===== src/rtl/dac_wr_pkg.sv =====
package dac_wr_pkg;
  localparam int CTRL_W  = 3;
  localparam int DATA_W  = 12;
  localparam int FRAME_W = CTRL_W + DATA_W + 1;

  typedef enum logic [1:0] {
    ST_IDLE,
    ST_SETUP,
    ST_SHIFT,
    ST_GAP
  } wr_state_e;

  // control first, data MSB first, trailing zero sub-bit
  function automatic logic [FRAME_W-1:0] build_frame(input logic [CTRL_W-1:0] ctrl,
                                                     input logic [DATA_W-1:0] data);
    return {ctrl, data, 1'b0};
  endfunction
endpackage


===== src/rtl/dac_wr_tick.sv =====
module dac_wr_tick #(
  parameter int CW = 4
) (
  input  logic          clk_i,
  input  logic          rst_ni,
  input  logic          clr_i,
  input  logic          en_i,
  input  logic [CW-1:0] limit_i,
  output logic          hit_o
);
  logic [CW-1:0] cnt_q;

  assign hit_o = en_i && (cnt_q == limit_i - 1'b1);

  always_ff @(posedge clk_i or negedge rst_ni) begin
    if (!rst_ni)              cnt_q <= '0;
    else if (clr_i || hit_o)  cnt_q <= '0;
    else if (en_i)            cnt_q <= cnt_q + 1'b1;
  end

  // timer never runs past its limit (bounds every phase length, R5)
  p_cnt_bound_r5: assert property (@(posedge clk_i) disable iff (!rst_ni)
    (en_i && !clr_i) |-> (cnt_q < limit_i));
endmodule


===== src/rtl/dac_wr_shreg.sv =====
module dac_wr_shreg #(
  parameter int W = 16
) (
  input  logic         clk_i,
  input  logic         rst_ni,
  input  logic         load_i,
  input  logic         shift_i,
  input  logic [W-1:0] frame_i,
  output logic         msb_o
);
  logic [W-1:0] sr_q;

  always_ff @(posedge clk_i or negedge rst_ni) begin
    if (!rst_ni)      sr_q <= '0;
    else if (load_i)  sr_q <= frame_i;
    else if (shift_i) sr_q <= {sr_q[W-2:0], 1'b0};
  end

  assign msb_o = sr_q[W-1];

  p_no_load_shift_r1: assert property (@(posedge clk_i) disable iff (!rst_ni)
    !(load_i && shift_i));
endmodule


===== src/rtl/dac_wr_cs_dec.sv =====
module dac_wr_cs_dec #(
  parameter int N_DEV = 4,
  parameter int DEV_W = 2
) (
  input  logic             clk_i,
  input  logic             rst_ni,
  input  logic             en_i,
  input  logic [DEV_W-1:0] sel_i,
  output logic [N_DEV-1:0] cs_no
);
  for (genvar i = 0; i < N_DEV; i++) begin : g_cs
    always_ff @(posedge clk_i or negedge rst_ni) begin
      if (!rst_ni) cs_no[i] <= 1'b1;
      else         cs_no[i] <= !(en_i && (sel_i == DEV_W'(i)));
    end
  end

  p_one_cs_r2: assert property (@(posedge clk_i) disable iff (!rst_ni)
    $countones(~cs_no) <= 1);
endmodule


===== src/rtl/dac_bus_writer.sv =====
module dac_bus_writer
  import dac_wr_pkg::*;
#(
  parameter int N_DEV    = 4,
  parameter int DEV_W    = (N_DEV > 1) ? $clog2(N_DEV) : 1,
  parameter int HALF_DIV = 5,
  parameter int CS_SETUP = 2,
  parameter int CS_GAP   = 5
) (
  input  logic                clk_i,
  input  logic                rst_ni,
  input  logic                req_valid_i,
  output logic                req_ready_o,
  input  logic [DEV_W-1:0]    req_dev_i,
  input  logic [CTRL_W-1:0]   req_ctrl_i,
  input  logic [DATA_W-1:0]   req_data_i,
  output logic                sclk_o,
  output logic                sdo_o,
  output logic [N_DEV-1:0]    cs_no,
  output logic                done_o
);
  localparam int TMAX1 = (HALF_DIV > CS_SETUP) ? HALF_DIV : CS_SETUP;
  localparam int TMAX  = (TMAX1 > CS_GAP) ? TMAX1 : CS_GAP;
  localparam int CW    = $clog2(TMAX + 1) + 1;
  localparam int BIT_W = $clog2(FRAME_W);
  localparam logic [DEV_W:0]   NDEV_V   = (DEV_W + 1)'(N_DEV);
  localparam logic [BIT_W-1:0] LAST_BIT = BIT_W'(FRAME_W - 1);

  wr_state_e        state_q, state_n;
  logic [DEV_W-1:0] sel_q;
  logic [BIT_W-1:0] bit_q;
  logic             sclk_q, done_q;
  logic             accept, in_range, load, shift, hit, msb, cs_en;
  logic [CW-1:0]    limit;

  assign req_ready_o = (state_q == ST_IDLE);
  assign accept      = req_valid_i && req_ready_o;
  assign in_range    = {1'b0, req_dev_i} < NDEV_V;

  always_comb begin
    unique case (state_q)
      ST_SETUP: limit = CW'(CS_SETUP);
      ST_SHIFT: limit = CW'(HALF_DIV);
      ST_GAP:   limit = CW'(CS_GAP);
      default:  limit = CW'(1);
    endcase
  end

  always_comb begin
    state_n = state_q;
    load    = 1'b0;
    shift   = 1'b0;
    unique case (state_q)
      ST_IDLE: if (accept && in_range) begin
        state_n = ST_SETUP;
        load    = 1'b1;
      end
      ST_SETUP: if (hit) state_n = ST_SHIFT;
      ST_SHIFT: if (hit && sclk_q) begin
        if (bit_q == LAST_BIT) state_n = ST_GAP;
        else                   shift   = 1'b1;  // falling edge moves data
      end
      ST_GAP: if (hit) state_n = ST_IDLE;
      default: state_n = ST_IDLE;
    endcase
  end

  assign cs_en = (state_n == ST_SETUP) || (state_n == ST_SHIFT);

  always_ff @(posedge clk_i or negedge rst_ni) begin
    if (!rst_ni) begin
      state_q <= ST_IDLE;
      sel_q   <= '0;
      bit_q   <= '0;
      sclk_q  <= 1'b0;
      done_q  <= 1'b0;
    end else begin
      state_q <= state_n;
      if (load) begin
        sel_q <= req_dev_i;
        bit_q <= '0;
      end else if (shift) begin
        bit_q <= bit_q + 1'b1;
      end
      if (state_q != ST_SHIFT) sclk_q <= 1'b0;
      else if (hit)            sclk_q <= ~sclk_q;
      done_q <= (state_q == ST_GAP) && hit;
    end
  end

  dac_wr_tick #(.CW(CW)) u_tick (
    .clk_i   (clk_i),
    .rst_ni  (rst_ni),
    .clr_i   (state_q == ST_IDLE),
    .en_i    (state_q != ST_IDLE),
    .limit_i (limit),
    .hit_o   (hit)
  );

  dac_wr_shreg #(.W(FRAME_W)) u_shreg (
    .clk_i   (clk_i),
    .rst_ni  (rst_ni),
    .load_i  (load),
    .shift_i (shift),
    .frame_i (build_frame(req_ctrl_i, req_data_i)),
    .msb_o   (msb)
  );

  dac_wr_cs_dec #(.N_DEV(N_DEV), .DEV_W(DEV_W)) u_cs (
    .clk_i  (clk_i),
    .rst_ni (rst_ni),
    .en_i   (cs_en),
    .sel_i  (load ? req_dev_i : sel_q),
    .cs_no  (cs_no)
  );

  assign sclk_o = sclk_q;
  assign sdo_o  = ((state_q == ST_SETUP) || (state_q == ST_SHIFT)) && msb;
  assign done_o = done_q;

  p_sclk_idle_r3: assert property (@(posedge clk_i) disable iff (!rst_ni)
    (&cs_no) |-> !sclk_o);
  p_sdo_hold_r4: assert property (@(posedge clk_i) disable iff (!rst_ni)
    (sclk_o && $past(sclk_o)) |-> $stable(sdo_o));
  p_cs_rise_low_r6: assert property (@(posedge clk_i) disable iff (!rst_ni)
    $rose(&cs_no) |-> !sclk_o);
  p_busy_r7: assert property (@(posedge clk_i) disable iff (!rst_ni)
    !(&cs_no) |-> !req_ready_o);
  p_done_ready_r8: assert property (@(posedge clk_i) disable iff (!rst_ni)
    done_o |-> (req_ready_o && (&cs_no)));
  p_done_pulse_r8: assert property (@(posedge clk_i) disable iff (!rst_ni)
    done_o |=> !done_o);
  p_reject_r9: assert property (@(posedge clk_i) disable iff (!rst_ni)
    (accept && !in_range) |=> ((&cs_no) && req_ready_o));
endmodule


===== config.mk =====
export PLATFORM = sky130hd
export DESIGN_NAME = dac_bus_writer
export DESIGN_NICKNAME = d
export VERILOG_FILES = /design/src/rtl/dac_wr_pkg.sv /design/src/rtl/dac_wr_tick.sv /design/src/rtl/dac_wr_shreg.sv /design/src/rtl/dac_wr_cs_dec.sv /design/src/rtl/dac_bus_writer.sv
export SDC_FILE = /design/constraint.sdc
export NUM_CORES = 1
export LEC_CHECK = 0
export CORE_ASPECT_RATIO = 0.8
export CORE_MARGIN = 2
export CORE_UTILIZATION = 30
export DETAILED_ROUTE_END_ITERATION = 10
export GPL_TIMING_DRIVEN = 0
export PLACE_DENSITY = 0.56
export SYNTH_ARGS = -nofsm -noshare
export SYNTH_HDL_FRONTEND = slang
export SYNTH_SLANG_ARGS = --single-unit
export TNS_END_PERCENT = 50

===== constraint.sdc =====
create_clock -name clk_i -period 2.9 [get_ports clk_i]
set_clock_uncertainty 0.15 [all_clocks]
set_input_delay 0.725 -clock clk_i [delete_from_list [all_inputs] [get_ports clk_i]]
set_output_delay 0.725 -clock clk_i [all_outputs]
set_load 0.005 [all_outputs]

Yosys cells after proc, flatten, opt, wreduce, memory -nomap -nowiden
Index checks and enable logic that the tools add are counted.
{ "op_classes": {"n_bitwise": 1, "reduce_logical": 23, "muxes": 21, "addsub": 3, "n_eq_ne": 11} }
{ "ops": {"columns": ["op", "n"], "rows": [
  ["$mux W16", 2],
  ["$mux W4", 4],
  ["$mux W2", 6],
  ["$eq A2 B2 Y1 const B", 5],
  ["$logic_and A1 B1 Y1", 9],
  ["$add A4 B1 Y4 const B", 2],
  ["$pmux W2 S4", 1],
  ["$reduce_bool A2 Y1", 4],
  ["$mux W1", 7],
  ["$eq A2 B1 Y1 const B", 3],
  ["$pmux W3 S2", 1],
  ["$eq A4 B4 Y1", 1],
  ["$eq A4 B4 Y1 const B", 1],
  ["$logic_not A1 Y1", 4],
  ["$logic_not A2 Y1", 2],
  ["$sub A3 B1 Y4 const B", 1],
  ["$logic_or A1 B1 Y1", 3],
  ["$ne A2 B2 Y1 const B", 1],
  ["$reduce_or A2 Y1", 1],
  ["$not A1 Y1", 1]
]} }
{ "totals": {"wordCells": 70, "out_inout_bits": 8, "register_bits": 34, "input_bits": 20} }

Depth between registers and ports, before layout
Gate-level depths: netlist (run 1).
{ "depth": {"ltp_word": 13, "depth_mapped": 10, "ltp_nobuf": 8} }

Modules after synthesis
From an unflattened synthesis (run 1), not the netlist that was laid out.
{ "hier_totals": {"cells_unflattened": 159, "hier_area_um2": 1740.4} }
{ "by_module_without_submodules": {"columns": ["mod", "cells_each", "seq_area_each_um2", "n_inst", "area_each_um2"], "rows": [
  ["dac_wr_shreg", 69, 400.4, 1, 742.0],
  ["dac_bus_writer", 56, 250.2, 1, 589.3],
  ["dac_wr_tick", 26, 100.1, 1, 275.3],
  ["dac_wr_cs_dec", 8, 105.1, 1, 133.9]
]} }

Worst setup path after synthesis (run 1)
Ideal clock, no wire load.
{ "synth_path": {"kind": "reg2reg", "from": "register state_q[1]", "to": "register bit_q[3]", "setup_time_ns": 0.078, "path_buffers": 2, "required_time_ns": 2.672, "synth_period_minus_slack_ns": 2.489, "path_slack_ns": 0.411, "stages_incl_launch_ff": 10, "t_arrival_ns": 2.261, "path_cell_list": "dfrtp_1 -> inv_1 -> ha_1 -> xnor2_1 -> mux2i_1 -> or4b_1 -> clkbuf_1 -> buf_6 -> or3_1 -> a21oi_1"} }
{ "synth_via": {"elab_chain_cells": 10, "elab_cells_between_ends": 18, "classes_between": "add/sub (1); eq/ne (4); mux (6); reduce/logical (7)"} }
{ "synth_rtl": {"columns": ["item", "line_no", "text"], "rows": [
  ["from (decl)", "dac_bus_writer.sv:29", "wr_state_e state_q, state_n;"],
  ["from (signal assigned)", "dac_bus_writer.sv:78", "state_q <= state_n;"],
  ["$eq A2 B2 Y1 (on tied branches)", "dac_bus_writer.sv:41, dac_bus_writer.sv:53", null],
  ["$reduce_or A2 Y1 (no line)", null, null],
  ["$pmux W3 S2", "dac_bus_writer.sv:41", "unique case (state_q)"],
  ["$sub A3 B1 Y4", "dac_wr_tick.sv:13", "assign hit_o = en_i && (cnt_q == limit_i - 1'b1);"],
  ["$eq A4 B4 Y1", "dac_wr_tick.sv:13", null],
  ["$logic_and A1 B1 Y1", "dac_wr_tick.sv:13", null],
  ["$logic_and A1 B1 Y1", "dac_bus_writer.sv:59", "ST_SHIFT: if (hit && sclk_q) begin"],
  ["$mux W1", "dac_bus_writer.sv:59", null],
  ["$mux W1", "dac_bus_writer.sv:53", "unique case (state_q)"],
  ["$reduce_bool A2 Y1 (no line)", null, null],
  ["to (signal assigned)", "dac_bus_writer.sv:83", "bit_q <= bit_q + 1'b1;"],
  ["to (decl)", "dac_bus_writer.sv:31", "logic [BIT_W-1:0] bit_q;"]
]} }
Parallel ways exist; a longest one is shown, timed or not.
A chain may end at the register's enable or synchronous reset.

Worst setup path after layout (run 1)
Ends and elaborated chain as after synthesis.

==> results of run 1 <==
==> registers in the layout (all words and copies together) (netlist names) <==
signal / flops
sclk_o: 1
state_q: 2
u_cs.cs_no: 4
bit_q: 4
u_tick.cnt_q: 4
done_o: 1
u_shreg.sr_q: 15
sel_q: 2
==> synthesized netlist by cell type, drive strengths merged (2+ instances only) <==
library cell and number:
xor2 4, o21ai 18, dfrtp 29, inv 6, mux2i 18, ha 8
clkbuf 5, nor3 3, nor2 13, or3 2, dfstp 4, buf 2
nand2 17, xnor2 3, and2 5, nand3 7
==> worst paths after layout <==
| kind | to | startpoint | slack (ps) |
|---|---|---|---|
| min in group clk_i | u_tick.cnt_q[0] | u_tick.cnt_q[0] | 370 |
| setup / recovery | bit_q[3] | state_q[1] | 210 |
| setup reg to reg | bit_q[3] | state_q[1] | 210 |
| max in group asynchronous | bit_q[0] | rst_ni | 1770 |
| hold reg to reg | u_tick.cnt_q[0] | u_tick.cnt_q[0] | 370 |
| hold / removal | done_o | rst_ni | 350 |
==> per-layer routing <==
layer,vias up,part of all wire (%)
met5,-,0
met4,0,0.75
met3,2,4.8
met2,24,42
met1,552,53
li1,602,-
==> power breakdown <==
group / leakage, nW / total, mW / internal, mW / switching (mW)
combinational: 0.532 / 0.821 / 0.371 / 0.450
sequential: 0.412 / 0.734 / 0.640 / 0.0934
clock: 0.0585 / 0.449 / 0.280 / 0.169
total: 1.00 / 2.00 / 1.29 / 0.713
==> logic make-up after synthesis <==
logic type | count (synthesis)
xor+xnor | 7
fa+ha+maj | 8
simple gates | 51
flops | 33
compound gates | 26
buf+inv | 13
mux | 18
==> worst reg2reg max path, cell delays in order (launching register included) <==
cell and delay (ps):
dfrtp_1 400, inv_1 160, ha_2 250, xnor2_1 140, mux2i_1 190, or4b_1 550
clkbuf_1 120, buf_6 150, or3_1 350, a21oi_1 150
==> through the flow <==
| stage | cell area [µm²] | setup WS, ps | hold WS, ps | std cells | total power, mW |
|---|---|---|---|---|---|
| 3_3_place_gp | 1976 | 135.1 | 358.9 | 245 | 1.541 |
| 4_1_cts | 2087 | 170.5 | 376.9 | 253 | 2.008 |
| 6_report | 2097 | 213.9 | 345.5 | 253 | 2.004 |
| 3_5_place_dp | 1971 | 115.0 | 361.2 | 245 | 1.549 |
| 2_1_floorplan | 1628 | 411.1 | 279.4 | 156 | 1.302 |
| 5_1_grt | 2097 | 17.44 | 415.5 | 253 | 2.193 |
==> cells in the final DEF (no fill, tap or decap), drive strengths merged <==
master / instances
o41ai: 1
clkbuf: 12
nand2: 17
xor2: 4
or4b: 1
and2: 5
dfrtp: 29
o21ai: 18
or3: 2
inv: 6
xnor2: 3
bufinv: 1
mux2i: 18
clkdlybuf4s50: 26
ha: 8
nand3: 7
a21oi: 1
nor2: 13
o2bb2ai: 1
o31a: 1
or4: 1
a211oi: 1
o211a: 1
nand2b: 1
dfstp: 4
nor3: 3
and3b: 1
a21o: 1
buf: 3
o21bai: 1
==> cell type report <==
cell class / instances / area, µm² / share of cell area [%]
Inverter: 6 / 22.52 / 1.074
Tap cell: 62 / 77.57 / 3.699
Buffer: 7 / 35.03 / 1.671
Clock buffer: 7 / 86.33 / 4.117
Multi-Input combinational cell: 110 / 749.5 / 35.74
Sequential cell: 33 / 830.8 / 39.62
Clock inverter: 1 / 30.03 / 1.432
Timing Repair Buffer: 27 / 265.3 / 12.65
==> metrics.yaml, run 1 <==
crit_type: "flip-flop to flip-flop"
seq_area_frac_synth_pct: 51.04
worstSetupEndpointType: "flip-flop"
drtIter0Drc: 89
synth_top_cells_by_area: "dfrtp_1, mux2i_1, dfstp_2"
rows: 23
die_x_um: 86.36
n_antenna_cell: 0
cts_buffer_depth: 2
max_freq_ghz: 0.3723
slowest_stage: "or4b_1"
grt_first_pass_wirelength_um: 5423
dpl.hpwl_um: 2163
crit_path_start_kind: "flip-flop"
slew_headroom_pct: 50.97
power_density_mw_per_mm2: 955.8
drtPass1Iterations: 4
syn-num-nets: 184
antenna_left: 0
synth_top_cell_area_share_pct: 44.58
synth_edf_count: 0
cts_max_level: 2
top_usage_layer: "met1"
syn2layout_area_growth_pct: 28.82
fin_crit_sh_pct: 92.62
cts_tree: "built"
rsz0062_at_grt: "false"
synth_area_per_cell_um2: 10.43
start_util_pct: 31.78
synth_area_mm2: 0.001628
cp_num_cells: 9
grt.overflow.total: 0
layout.nets: 218
outcome: "finished clean"
drt-total-wl_um: 3061
max_cap_viol_count: 0
syn_inst: 156
cts.sinks: 33
cp_cell_sequence: "inv_1 > ha_2 > xnor2_1 > mux2i_1 > or4b_1 > clkbuf_1 > buf_6 > or3_1 > a21oi_1"
track_usage_pct: 11.45
crit_buf_inv: 3
num_vias: 1180
synthAdderAreaFrac_pct: 6.149
grt_start_max_net_pins: 34
synth_compound_area_share_pct: 9.762
ys_async_sr_fraction_pct: 100.0
cp_top_family: "simple AND/OR/NAND/NOR gates"
power_leakage_nw: 1.002
crit_fanout: 10
postCtsSetupBuffers: 0
r2r_cells: 9
port_buffers: 27
insertion_delay_ps: 280
synth_ff_type: "dfrtp_1"
synth.largest_area_cell: "dfrtp_1"
synth_cell_type_count: 29
crit_required_ps: 2950
path_clk_slew_ps: 70
drc: 0
core_mm2: 0.005122
grt_use_met1_pct: 16.27
ctsRootBufferMaster: "clkbuf_8"
drive_gt1_share_pct: 8.901
drv_slew: 0
grt_pass1_vias: 1181
synth.mux.area_fraction_pct: 11.07
die_h_um: 69.89
gp_congestion: 0.7505
antenna_found_initial: 0
final_util_pct: 40.94
final-hold-violation-count: 0
finalSetupViolCount: 0
worst_pin_slew_ps: 735.5
worstPathArrival_ps: 2740
synth_top_family_by_area: "simple AND/OR/NAND/NOR gates"
peakVddDrop_mv: 0.4496
io_pins: 28
ys_seq_elements: 33
die-area_mm2: 0.006035
wire_per_inst_um: 12.10
nFillCells: 524
holdBufCountCts: 0
cts_buffers: 5
synth-simple-area-share_pct: 14.68
grt_use_met3_pct: 4.374
period_needed_ps: 2686
yosysWarnings: 0
cpPeakStageDelay_ps: 550
finalSetupTns_ps: 0
vias_per_cell: 4.664
cts_resized: 0
hold_class: "input port to async pin"
synthXorXnorAreaFrac_pct: 3.766
use_met2_pct: 16.24
Note: power is estimated with default switching activity, not from simulation.
==> inputs of run 2 (changes only) <==
Settings changed: CORE_UTILIZATION 30 to 45, GPL_TIMING_DRIVEN 0 to not set, PLACE_DENSITY 0.56 to 0.76.
==> run 2 against run 1 <==
Against the previous run:
- power rose by 1.9%
- final area shrank 0.95%
- clock power is 1% higher
- critical endpoint is now u_cs.cs_no[2]
- global-route usage is 5.9 points higher
- largest cell class unchanged
- maximum frequency fell by 0.35%
- worst hold slack improved by 24 ps
==> metrics.yaml, run 2 (synthesized netlist as in run 1, its figures left out) <==
cts_max_level: 2
worstPathArrival_ps: 2750
grt_first_pass_wirelength_um: 5409
start_util_pct: 47.22
port_buffers: 27
crit_required_ps: 2950
outcome: "finished clean"
drc: 0
final-hold-violation-count: 0
holdBufCountCts: 0
placedCellCount: 222
antenna_left: 0
cts_tree: "built"
final_util_pct: 60.25
cts_resized: 0
drt-total-wl_um: 3102
top_usage_layer: "met2"
worstSetupEndpointType: "flip-flop"
hold_class: "flip-flop to flip-flop"
slowest_stage: "or4_1"
max_freq_ghz: 0.3710
fin_worst_hold_slack_ps: 369.1
grt_use_met3_pct: 6.609
min_path_cells: 1
period_needed_ps: 2695
layout.nets: 215
path_clk_slew_ps: 70
cts_buffer_depth: 2
cts_buffers: 5
worstHoldStart: "u_tick.cnt_q[0]"
r2r-end: "u_cs.cs_no[2]"
worst_pin_slew_ps: 449.7
use_met2_pct: 26.72
power_density_mw_per_mm2: 983.8
insertion_delay_ps: 290
core_mm2: 0.003447
finalSetupViolCount: 0
regToRegSetupSlack_ps: 200
grt_use_met1_pct: 21.56
io_pins: 28
dpl.hpwl_um: 2195
max_cap_viol_count: 0
min_to: "u_tick.cnt_q[0]"
drv_slew: 0
cp_cell_sequence: "inv_1 > ha_1 > or3_1 > a21o_1 > or4_1 > o31a_1 > xor2_2 > nand3_1"
die_x_um: 71.25
regMostFlops: "u_shreg.sr_q"
peakVddDrop_mv: 0.3981
final_cell_mix: "dfrtp_1, clkdlybuf4s50_1, mux2i_1, o21ai_0, nand2_1"
crit_type: "flip-flop to flip-flop"
track_usage_pct: 17.31
die_h_um: 57.80
slew_headroom_pct: 69.17
r2r_cells: 8
antenna_found_initial: 0
vias_per_cell: 5.130
grt_start_max_net_pins: 34
drtPass1Iterations: 4
r2r-start: "state_q[0]"
gp_congestion: 0.7665
die-area_mm2: 0.004118
rows: 19
final_cell_count_no_fill: 230
drtIter0Drc: 102
postCtsSetupBuffers: 0
syn2layout_area_growth_pct: 27.59
final_common_cell: "dfrtp_1"
drive_gt1_share_pct: 10.11
grt_pass1_vias: 1223
cpPeakStageDelay_ps: 520
power_leakage_nw: 1.010
cts.sinks: 33
fin_crit_sh_pct: 92.95
crit_fanout: 7
grt.overflow.total: 0
crit_path_start_kind: "flip-flop"
ctsRootBufferMaster: "clkbuf_8"
num_vias: 1180
n_antenna_cell: 0
wire_per_inst_um: 13.49
largest_reg_flops: 15
nFillCells: 268
[run 2: worst max-delay path by stage]
stage | startpoint | to | slack, ps | cells past startpoint
after global routing | state_q[1] | u_cs.cs_no[2] | -0.8 | 8
final | state_q[0] | u_cs.cs_no[2] | 200 | 8
after detailed placement | state_q[1] | u_shreg.sr_q[2] | 160 | 8
after CTS | state_q[1] | u_shreg.sr_q[2] | 130 | 8
after floorplan | state_q[1] | bit_q[3] | 410 | 9
after global placement | req_valid_i | u_cs.cs_no[0] | 230 | 7
[run 2: critical path, delay by kind of cell, from the launching register on]
kind	cells	cell delay (ps)
and+or+nand+nor	3	1010
DFF	1	390
AOI/OAI and AO/OA	2	380
adders and majority gates	1	310
xor gates and xnor gates	1	230
buffers and inverters	1	140
[run 2: cell type report]
class / count / area (µm²) / share of cell area (%)
multi-input cells: 110 / 750.7 / 36.14
repair buffers: 31 / 300.3 / 14.46
clock buffers: 6 / 82.58 / 3.976
well taps: 42 / 52.55 / 2.530
flip-flops and latches: 33 / 830.8 / 40.00
clock inverters: 2 / 37.54 / 1.807
inverters: 6 / 22.52 / 1.084
[run 2: power by group]
part / internal, mW / switching, mW
sequential: 0.641 / 0.0953
combinational: 0.379 / 0.474
clock: 0.279 / 0.175
total: 1.30 / 0.744
[run 2: per-stage QoR]
step / instance area [µm²] / total power, mW / worst slack (ps) / setup TNS [ps]
2_1_floorplan: 1628 / 1.302 / 411.1 / 0
3_3_place_gp: 1946 / 1.503 / 234.9 / 0
3_5_place_dp: 1946 / 1.562 / 158.7 / 0
4_1_cts: 2066 / 2.028 / 129.8 / 0
5_1_grt: 2077 / 2.212 / -0.8009 / -0.9257
6_report: 2077 / 2.043 / 204.5 / 0
[run 2: per-layer routing]
metal  up-vias  wire, µm  part of all wire, %
met2        32      1453                   47
li1        587         -                    -
met1       555      1413                   46
met4         0        63                  2.0
met5         -         0                    0
met3         6       171                  5.5
==> inputs of run 3 (changes only) <==
Settings changed: DONT_BUFFER_PORTS set to 1, PLACE_DENSITY 0.76 to 0.66, SYNTH_HIERARCHICAL set to 1.
==> run 3 against run 2 <==
Against the previous run:
- power shrank 37%
- largest cell class is now multi-input gates
- clock power decreased by 22%
- utilization is 2.6 points lower
- maximum frequency shrank 6.3%
- non-clock buffer count fell by 10
- highest routed layer unchanged
- combinational power shrank 62%
- worst setup slack worse by 180 ps
- final cell count shrank 1.3%
- register-to-register slack worse by 180 ps
- worst hold slack lost 260 ps
- synthesized cell count is 1.9% higher
- critical path depth grew 2
==> metrics.yaml, run 3 <==
final_cell_area_mm2: 0.002165
crit_required_ps: 2950
drive_gt1_share_pct: 30.60
crit_buf_inv: 1
layout.nets: 211
antenna_left: 0
dpl-instance-area_mm2: 0.001948
start_util_pct: 46.37
outcome: "finished clean"
antenna_found_initial: 0
die_x_um: 73.53
wire_per_inst_um: 15.10
finalSetupViolCount: 0
r2r-start: "state_q[0]"
final_cell_mix: "dfrtp_1, nand2_1, buf_4, mux2i_1, o21ai_1"
timing.critical_path.from: "state_q[0]"
synth.largest_area_cell: "dfrtp_1"
final_common_cell: "dfrtp_1"
synth_area_per_cell_um2: 10.95
cpPeakStageDelay_ps: 450
grt_first_pass_wirelength_um: 5575
seq_area_frac_synth_pct: 49.17
cts_buffer_depth: 2
cp_cell_sequence: "ha_2 > or2_4 > xnor2_4 > xnor2_2 > a2111oi_4 > buf_4 > o21ai_1 > a221o_2 > xor2_2 > or3b_1"
ctsRootBufferMaster: "clkbuf_8"
die-area_mm2: 0.004384
cts_max_level: 2
yosysWarnings: 6
insertion_delay_ps: 280
rsz0062_at_grt: "true"
grt_start_max_net_pins: 31
synth_top_cells_by_area: "dfrtp_1, mux2i_1, ha_1"
drtIter0Drc: 64
power_mw: 1.282
hold_class: "input port to async pin"
drtPass1Iterations: 4
drc: 0
synth_ff_type: "dfrtp_1"
crit_fanout: 5
power_density_mw_per_mm2: 592.4
worstPathArrival_ps: 2930
regToRegSetupSlack_ps: 20
nFillCells: 331
io_pins: 28
vias_per_cell: 5.044
finalSetupTns_ps: 0
synth_area_mm2: 0.001740
grt.overflow.total: 0
critPathCapture: "u_cs/cs_no[0]"
num_vias: 1145
rows: 20
crit_type: "flip-flop to flip-flop"
syn2layout_area_growth_pct: 24.37
gp_congestion: 0.7672
max_cap_viol_count: 0
slowest_stage: "dfrtp_2"
die_h_um: 59.63
synth_top_cell_area_share_pct: 43.13
synth_common_cells: "dfrtp_1, nand2_1, mux2i_1"
cp_num_cells: 10
cp_top_family: "compound AO/OA/AOI/OAI gates"
r2r_cells: 10
power_leakage_nw: 0.9232
worstSetupEndpointType: "flip-flop"
regMostFlops: "u_shreg/sr_q"
n_antenna_cell: 0
cts_buffers: 5
syn_inst: 159
core_mm2: 0.003754
ys_seq_elements: 34
ys_async_sr_fraction_pct: 100.0
fin_worst_hold_slack_ps: 109.0
synth_edf_count: 0
drv_slew: 0
peakVddDrop_mv: 0.3510
fin_crit_sh_pct: 99.15
largest_reg_flops: 16
path_clk_slew_ps: 70
final_util_pct: 57.67
period_needed_ps: 2875
crit_path_start_kind: "flip-flop"
port_buffers: 0
yosysMostFrequentCell: "dfrtp_1"
grt_pass1_vias: 1200
r2r-end: "u_cs/cs_no[0]"
drt-total-wl_um: 3427
dpl.hpwl_um: 2280
max_freq_ghz: 0.3478
track_usage_pct: 17.11
synth_cell_type_count: 35
cts.sinks: 34
cts_tree: "built"
final-hold-violation-count: 0
==> run 3: how the worst min path moves through the flow <==
stage | start | endpoint | depth (start not counted)
CTS | rst_ni | u_shreg/sr_q[11] | 1
global placement | rst_ni | u_shreg/sr_q[12] | 0
detailed placement | rst_ni | u_shreg/sr_q[11] | 0
global route | rst_ni | u_shreg/sr_q[11] | 1
finish | rst_ni | u_shreg/sr_q[11] | 1
floorplan | rst_ni | bit_q[0] | 0
==> run 3: kinds of logic (layout without fill, tap and decap cells) <==
kind of cell,after synthesis,count (layout),synth area share [%]
DFF,34,34,49.17
other,1,2,0.2155
buffers and inverters,12,35,4.529
and+or+nand+nor,47,47,13.87
AOI/OAI and AO/OA,25,25,8.698
adders and majority gates,9,9,6.470
muxes,18,18,10.50
xor gates and xnor gates,13,13,6.542
==> run 3: worst register-to-register path: stages, from the launching register on <==
cell and delay, ps:
dfrtp_2 450, ha_2 200, or2_4 280, xnor2_4 160, xnor2_2 150, a2111oi_4 260
buf_4 180, o21ai_1 70, a221o_2 380, xor2_2 150, or3b_1 350
==> run 3: area by class of cell <==
type / count / area, µm² / area share (%)
clock buffers: 7 / 86.33 / 3.988
repair buffers: 21 / 212.7 / 9.827
multi-input cells: 114 / 925.9 / 42.77
well taps: 44 / 55.05 / 2.543
inverters: 6 / 22.52 / 1.040
flip-flops and latches: 34 / 857.1 / 39.60
clock inverters: 1 / 5.005 / 0.2312
==> run 3: through the flow <==
stage | setup slack (ps) | std cells
after floorplan | -62.00 | 160
after global placement | 36.15 | 212
after detailed placement | -79.91 | 212
after CTS | 2.793 | 224
after global routing | -85.32 | 227
final | 24.71 | 227
==> run 3: power by group <==
part           switching [mW]  leakage (nW)  internal (mW)
sequential             0.0735         0.441          0.533
combinational           0.143         0.434          0.177
clock                   0.165        0.0482          0.191
==> run 3: routing by layer <==
| metal | GRT usage (%) | share of wire [%] | wire length (µm) | vias to the layer above |
|---|---|---|---|---|
| met5 | 0 | 0 | 0 | - |
| met4 | 6.234 | 1.1 | 38 | 0 |
| met3 | 5.952 | 5.7 | 194 | 5 |
| met2 | 25.13 | 45 | 1539 | 21 |
| met1 | 23.52 | 48 | 1655 | 535 |
| li1 | - | - | - | 584 |
==> run 3: repair_timing <==
item | in CTS | in global routing
gates resized for setup | 1 | 4
setup endpoints to repair | 2 | 20
pin swaps | 1 | 2
endpoints found under the hold margin | 30 | 0
cloned | 0 | 1
hold buffers | 1 | 0
buffers inserted | 3 | 2
